[src/rtl/ooo_rs_pkg.sv]
package ooo_rs_pkg;
  function automatic int tag_width(input int stations);
    return $clog2(stations + 1);
  endfunction
  function automatic int idx_width(input int n);
    return (n > 1) ? $clog2(n) : 1;
  endfunction
endpackage

[src/rtl/lowest_pick.sv]
module lowest_pick #(
  parameter int N = 4,
  localparam int IW = ooo_rs_pkg::idx_width(N)
) (
  input  logic [N-1:0]  req,
  output logic          found,
  output logic [IW-1:0] idx
);
  always_comb begin
    found = 1'b0;
    idx   = '0;
    for (int i = N - 1; i >= 0; i--) begin
      if (req[i]) begin
        found = 1'b1;
        idx   = IW'(i);
      end
    end
  end
endmodule

[src/rtl/rs_slot.sv]
module rs_slot #(
  parameter int DATA_W = 16,
  parameter int OP_W   = 2,
  parameter int TAG_W  = 3
) (
  input  logic              clk,
  input  logic              rst,
  input  logic              load,
  input  logic [OP_W-1:0]   ld_op,
  input  logic [TAG_W-1:0]  ld_qj,
  input  logic [TAG_W-1:0]  ld_qk,
  input  logic [DATA_W-1:0] ld_vj,
  input  logic [DATA_W-1:0] ld_vk,
  input  logic              bus_valid,
  input  logic [TAG_W-1:0]  bus_tag,
  input  logic [DATA_W-1:0] bus_data,
  input  logic              go,
  input  logic              fin_valid,
  input  logic [DATA_W-1:0] fin_data,
  input  logic              retire,
  output logic              busy,
  output logic              ready,
  output logic              done,
  output logic [OP_W-1:0]   op,
  output logic [DATA_W-1:0] vj,
  output logic [DATA_W-1:0] vk,
  output logic [DATA_W-1:0] result
);
  logic [TAG_W-1:0] qj, qk;
  logic             exec;

  assign ready = busy && !exec && (qj == '0) && (qk == '0);

  always_ff @(posedge clk) begin
    if (rst) begin
      busy <= 1'b0; exec <= 1'b0; done <= 1'b0;
      qj <= '0; qk <= '0; op <= '0;
      vj <= '0; vk <= '0; result <= '0;
    end else if (retire) begin
      busy <= 1'b0; exec <= 1'b0; done <= 1'b0;
    end else if (load) begin
      busy <= 1'b1; exec <= 1'b0; done <= 1'b0;
      op <= ld_op; qj <= ld_qj; qk <= ld_qk; vj <= ld_vj; vk <= ld_vk;
    end else begin
      if (busy && bus_valid && qj != '0 && qj == bus_tag) begin
        vj <= bus_data; qj <= '0;
      end
      if (busy && bus_valid && qk != '0 && qk == bus_tag) begin
        vk <= bus_data; qk <= '0;
      end
      if (go) exec <= 1'b1;
      if (fin_valid && exec && !done) begin
        done <= 1'b1; result <= fin_data;
      end
    end
  end

  // execution starts only with both operands present
  p_exec_operands_r4: assert property (@(posedge clk) disable iff (rst)
    $rose(exec) |-> $past(qj == '0 && qk == '0));
  // only a finished station drives the bus
  p_retire_done_r5: assert property (@(posedge clk) disable iff (rst)
    retire |-> done);
  // broadcasting station is free next cycle
  p_free_next_r9: assert property (@(posedge clk) disable iff (rst)
    retire |=> !busy);
endmodule

[src/rtl/ooo_rs_engine.sv]
module ooo_rs_engine #(
  parameter int NUM_RS   = 4,
  parameter int NUM_REGS = 8,
  parameter int DATA_W   = 16,
  parameter int OP_W     = 2,
  localparam int RW      = ooo_rs_pkg::idx_width(NUM_REGS),
  localparam int TAG_W   = ooo_rs_pkg::tag_width(NUM_RS),
  localparam int IW      = ooo_rs_pkg::idx_width(NUM_RS)
) (
  input  logic                           clk,
  input  logic                           rst,
  input  logic                           iq_valid,
  input  logic [OP_W-1:0]                iq_op,
  input  logic [RW-1:0]                  iq_dst,
  input  logic [RW-1:0]                  iq_src1,
  input  logic [RW-1:0]                  iq_src2,
  output logic                           iq_take,
  output logic                           disp_valid,
  output logic [TAG_W-1:0]               disp_tag,
  output logic [OP_W-1:0]                disp_op,
  output logic [DATA_W-1:0]              disp_a,
  output logic [DATA_W-1:0]              disp_b,
  input  logic [NUM_RS-1:0]              res_valid,
  input  logic [NUM_RS-1:0][DATA_W-1:0]  res_data,
  output logic                           cdb_valid,
  output logic [TAG_W-1:0]               cdb_tag,
  output logic [DATA_W-1:0]              cdb_data,
  input  logic [RW-1:0]                  rd_addr,
  output logic [DATA_W-1:0]              rd_val,
  output logic [TAG_W-1:0]               rd_tag
);
  logic [NUM_RS-1:0]              s_busy, s_ready, s_done;
  logic [NUM_RS-1:0][OP_W-1:0]    s_op;
  logic [NUM_RS-1:0][DATA_W-1:0]  s_vj, s_vk, s_res;
  logic [NUM_REGS-1:0][DATA_W-1:0] reg_val;
  logic [NUM_REGS-1:0][TAG_W-1:0]  reg_tag;

  logic          free_found, disp_found, bus_found;
  logic [IW-1:0] free_idx, disp_idx, bus_idx;
  logic [TAG_W-1:0]  new_tag, q1, q2;
  logic [DATA_W-1:0] v1, v2;
  logic [NUM_RS-1:0] below_mask;

  lowest_pick #(.N(NUM_RS)) u_free (.req(~s_busy), .found(free_found), .idx(free_idx));
  lowest_pick #(.N(NUM_RS)) u_disp (.req(s_ready), .found(disp_found), .idx(disp_idx));
  lowest_pick #(.N(NUM_RS)) u_bus  (.req(s_done),  .found(bus_found),  .idx(bus_idx));

  assign iq_take   = iq_valid && free_found;
  assign new_tag   = TAG_W'(free_idx) + TAG_W'(1);
  assign cdb_valid = bus_found;
  assign cdb_tag   = TAG_W'(bus_idx) + TAG_W'(1);
  assign cdb_data  = s_res[bus_idx];
  assign rd_val    = reg_val[rd_addr];
  assign rd_tag    = reg_tag[rd_addr];

  // Operand read with same-cycle bus forwarding
  always_comb begin
    q1 = reg_tag[iq_src1];
    v1 = reg_val[iq_src1];
    if (q1 != '0 && cdb_valid && q1 == cdb_tag) begin
      v1 = cdb_data; q1 = '0;
    end
    q2 = reg_tag[iq_src2];
    v2 = reg_val[iq_src2];
    if (q2 != '0 && cdb_valid && q2 == cdb_tag) begin
      v2 = cdb_data; q2 = '0;
    end
  end

  for (genvar i = 0; i < NUM_RS; i++) begin : g_slot
    rs_slot #(.DATA_W(DATA_W), .OP_W(OP_W), .TAG_W(TAG_W)) u_slot (
      .clk(clk), .rst(rst),
      .load(iq_take && free_idx == IW'(i)),
      .ld_op(iq_op), .ld_qj(q1), .ld_qk(q2), .ld_vj(v1), .ld_vk(v2),
      .bus_valid(cdb_valid), .bus_tag(cdb_tag), .bus_data(cdb_data),
      .go(disp_found && disp_idx == IW'(i)),
      .fin_valid(res_valid[i]), .fin_data(res_data[i]),
      .retire(bus_found && bus_idx == IW'(i)),
      .busy(s_busy[i]), .ready(s_ready[i]), .done(s_done[i]),
      .op(s_op[i]), .vj(s_vj[i]), .vk(s_vk[i]), .result(s_res[i]));
  end

  always_ff @(posedge clk) begin
    if (rst) begin
      disp_valid <= 1'b0; disp_tag <= '0; disp_op <= '0;
      disp_a <= '0; disp_b <= '0;
    end else begin
      disp_valid <= disp_found;
      disp_tag   <= TAG_W'(disp_idx) + TAG_W'(1);
      disp_op    <= s_op[disp_idx];
      disp_a     <= s_vj[disp_idx];
      disp_b     <= s_vk[disp_idx];
    end
  end

  always_ff @(posedge clk) begin
    if (rst) begin
      for (int r = 0; r < NUM_REGS; r++) begin
        reg_val[r] <= DATA_W'(r);
        reg_tag[r] <= '0;
      end
    end else begin
      for (int r = 0; r < NUM_REGS; r++) begin
        if (cdb_valid && reg_tag[r] != '0 && reg_tag[r] == cdb_tag) begin
          reg_val[r] <= cdb_data;
          reg_tag[r] <= '0;
        end
        if (iq_take && iq_dst == RW'(r)) reg_tag[r] <= new_tag;
      end
    end
  end

  always_comb below_mask = (NUM_RS'(1) << bus_idx) - NUM_RS'(1);

  // no acceptance while every station is occupied
  p_stall_full_r2: assert property (@(posedge clk) disable iff (rst)
    (iq_valid && (&s_busy)) |-> !iq_take);
  // no lower-numbered finished station is passed over
  p_bus_lowest_r5: assert property (@(posedge clk) disable iff (rst)
    cdb_valid |-> ((s_done & below_mask) == '0));
  // a reported dispatch names a station that is still occupied
  p_disp_busy_r4: assert property (@(posedge clk) disable iff (rst)
    disp_valid |-> s_busy[disp_tag - TAG_W'(1)]);
  // status tags never name a station that does not exist
  always_comb begin
    if (!rst) p_tag_range_r6: assert (rd_tag <= TAG_W'(NUM_RS));
  end
endmodule

[config.mk]
export PLATFORM = sky130hd
export DESIGN_NAME = ooo_rs_engine
export DESIGN_NICKNAME = d
export VERILOG_FILES = /design/src/rtl/ooo_rs_pkg.sv /design/src/rtl/lowest_pick.sv /design/src/rtl/rs_slot.sv /design/src/rtl/ooo_rs_engine.sv
export SDC_FILE = /design/constraint.sdc
export NUM_CORES = 1
export LEC_CHECK = 0
export BUFFER_PORTS_ARGS = -buffer_cell sky130_fd_sc_hd__buf_4
export CORE_MARGIN = 2
export CORE_UTILIZATION = 55
export DETAILED_ROUTE_END_ITERATION = 8
export HOLD_SLACK_MARGIN = 0.1
export PLACE_DENSITY = 0.84
export SYNTH_ARGS = -nofsm -noshare
export SYNTH_HDL_FRONTEND = slang
export SYNTH_SLANG_ARGS = --single-unit
[constraint.sdc]
create_clock -name clk -period 5.5 [get_ports clk]
set_input_delay 1.65 -clock clk [delete_from_list [all_inputs] [get_ports clk]]
set_output_delay 1.65 -clock clk [all_outputs]
set_load 0.01 [all_outputs]
==> metrics.txt <==
outcome completed; die height approximately 210 µm; Routed Antenna Nets 0; leading area contributor after synthesis dfxtp_1; wire length per cell 25.2 µm; placed inst area 0.0252 mm²; pwr/cell area 274 mW/mm²; top_reg_cell synth dfxtp_1; Initial Util 55.6%; endpoints failing setup 0; Post-synth ARST share 0%; vias per cell 6.78; data arrival time of the critical path 3.23 ns; min-delay worst type flip-flop to flip-flop; largest net degree at the start of global routing roughly 160; I/O pin cnt between 150 and 200; Mean Syn Cell Area just over 10 µm²; Max clock buf depth 3; pre-CTS setup slack ~0.76 ns; worst vdd ir 318 µV; Pre-antenna DRT Iters 8; CTS Hold Buffers Added 0; Final Util a little over three fifths; Die W 212 µm; global-route wire length before repair between 100000 and 150000 µm; Leakage 9.60 nW; Placeable Area 0.0429 mm²; slowest CP cell mux4_2; number of flops mapped to enable cells by yosys 0; Net Count, Synth around 2400; worst skew pair latency ~0.6 ns; Mapped Area ~0.024 mm²; TritonCTS clock tree yes; CP Class flip-flop to output port; count of cell types in the netlist 63; Nets between 2000 and 2500; GRT overflow 0; Setup TNS 0 ns; min Tclk post-route 4.88 ns; share of the clock period used by the worst path between 80% and 90%; layout cells sized above 1 about a quarter; Mapped Cells 2317; number of global-route vias before repair roughly 20000; initial drt markers just under 3000; clock skew 0.0342 ns; dominant cells by area after synthesis dfxtp_1 36%, mux4_2 15%, mux2i_1 11%; Max-cap violations 0; RSZ-0062 raised after global routing false; post-CTS sizing 0; crit path capture type output port; gr usage total roughly 33%; row cnt 76; total CTS buffers 47; Critical Path RT between 3 and 4 ns; DRC 0; clk sinks around 430; Slew @ Worst Pin roughly 1.3 ns; Worst setup SP type flip-flop; Post-Route WL 74800 µm; antenna violations before repair 2; Seq/Total Area, Yosys between 30% and 40%; crit-path max FO 18; FF+latch count, synth around 430; Synth top area share a little over a third; area grow syn2layout 12.5%; max-slew violation count 0; design area ~0.027 mm²; CP peak stage delay around 0.76 ns; global placement routability congestion 0.977; routed vias 20200; Fin. Hold Viols 0; die area approximately 0.045 mm²; Rel. slew slack between 10 and 15%; # Post-CTS Setup Buffers 0; clk slew on worst S/H paths 0.06 ns; input/output buffers 162; Final WS setup 0.620 ns; DP HPWL between 40000 and 50000 µm; Root Buffer clkbuf_16; htree depth 2; warnings from Yosys 0; fmax between 0.2 and 0.25 GHz; WHS about 0.45 ns; crit path cell chain nor2b_1 -> o21ba_1 -> inv_4 -> mux4_2 -> buf_4
## placed cells by master, fill, tap and decap left out, drive strengths merged, types with 45 or more instances in the layout
| cell type | instances |
|---|---|
| a21oi | 162 |
| a221oi | 64 |
| buf | 219 |
| clkbuf | 69 |
| dfxtp | 426 |
| inv | 45 |
| mux2 | 57 |
| mux2i | 254 |
| mux4 | 160 |
| nand2 | 150 |
| nor2 | 222 |
| nor2b | 53 |
| nor3 | 80 |
| o21bai | 64 |
## area by class of cell
type / instances / area (µm²)
Antenna cell: 1 / 2.50
Clock buffer: 69 / 1420
Multi-Input combinational cell: 1612 / 14100
Fill cell: 3289 / 16100
Inverter: 43 / 164
Clock inverter: 17 / 186
Sequential cell: 426 / 8530
Tap cell: 585 / 732
Timing Repair Buffer: 219 / 1730
## synthesized netlist by cell type, drive strengths merged, types with 20 or more instances
library cell,n
dfxtp,426
mux2i,254
nor2,222
a21oi,162
mux4,160
nand2,150
clkbuf,132
buf,104
nor3,80
a221oi,64
o21bai,64
mux2,57
nor2b,53
inv,43
nand4,37
a211oi,32
o311a,32
xnor2,32
o22a,26
nand2b,24
nand3,20
nor3b,20
## per-layer routing
metal	GRT usage (%)	vias to the layer above	share of wire, %
met5	0	-	0
met4	14.5	0	4.2
met3	8.85	284	12
met2	50.7	1362	45
met1	43.4	9826	39
li1	-	8682	-
## power breakdown
part / total (W) / internal (W) / switching, W / leakage (nW)
clock network: 0.00330 / 0.00194 / 0.00137 / 0.792
logic: 0.000854 / 0.000337 / 0.000516 / 5.37
registers: 0.00319 / 0.00315 / 0.0000423 / 3.44
total: 0.00734 / 0.00542 / 0.00192 / 9.60
## state kept, by name, indices dropped and copies added (netlist names), 16 cells and up
name and cells:
reg_val 128, g_slot.u_slot.result 64, reg_tag 24, g_slot.u_slot.vj 64, disp_a 16, disp_b 16, g_slot.u_slot.vk 64
## critical path, delay by kind of cell (launching register included)
kind / cells / cell delay (ns)
buffers and inverters: 2 / 0.49
AOI/OAI and AO/OA: 1 / 0.63
DFF: 1 / 0.46
muxes: 1 / 0.76
and+or+nand+nor: 1 / 0.25
## path summary, 6_finish.rpt
path                                                    end                         from  cells after the start  slack (ns)
worst max-delay path                           cdb_data[15]        g_slot[3].u_slot.done                      5        0.62
worst min-delay path            g_slot[3].u_slot.result[14]  g_slot[3].u_slot.result[14]                      2        0.45
worst max register to register      g_slot[1].u_slot.vj[13]        g_slot[3].u_slot.done                     10        0.95
worst min register to register  g_slot[3].u_slot.result[14]  g_slot[3].u_slot.result[14]                      2        0.45
## stage by stage
step,total power [W],std cells
2_1_floorplan,0.00385,2317
3_3_place_gp,0.00406,2885
3_5_place_dp,0.00409,2885
4_1_cts,0.00735,2971
5_1_grt,0.00754,2971
6_report,0.00734,2972
## cell families (layout without fill, tap and decap cells)
family	after synthesis	in the layout	synth area share, %
other cells	0	1	0
simple gates	643	643	13.0
compound gates	457	457	15.4
flops	426	426	35.8
buf+inv	279	348	5.66
fa+ha+maj	7	7	0.367
xor+xnor	34	34	1.25
mux	471	471	28.6
No activity file was read; power rests on OpenSTA's default activity.
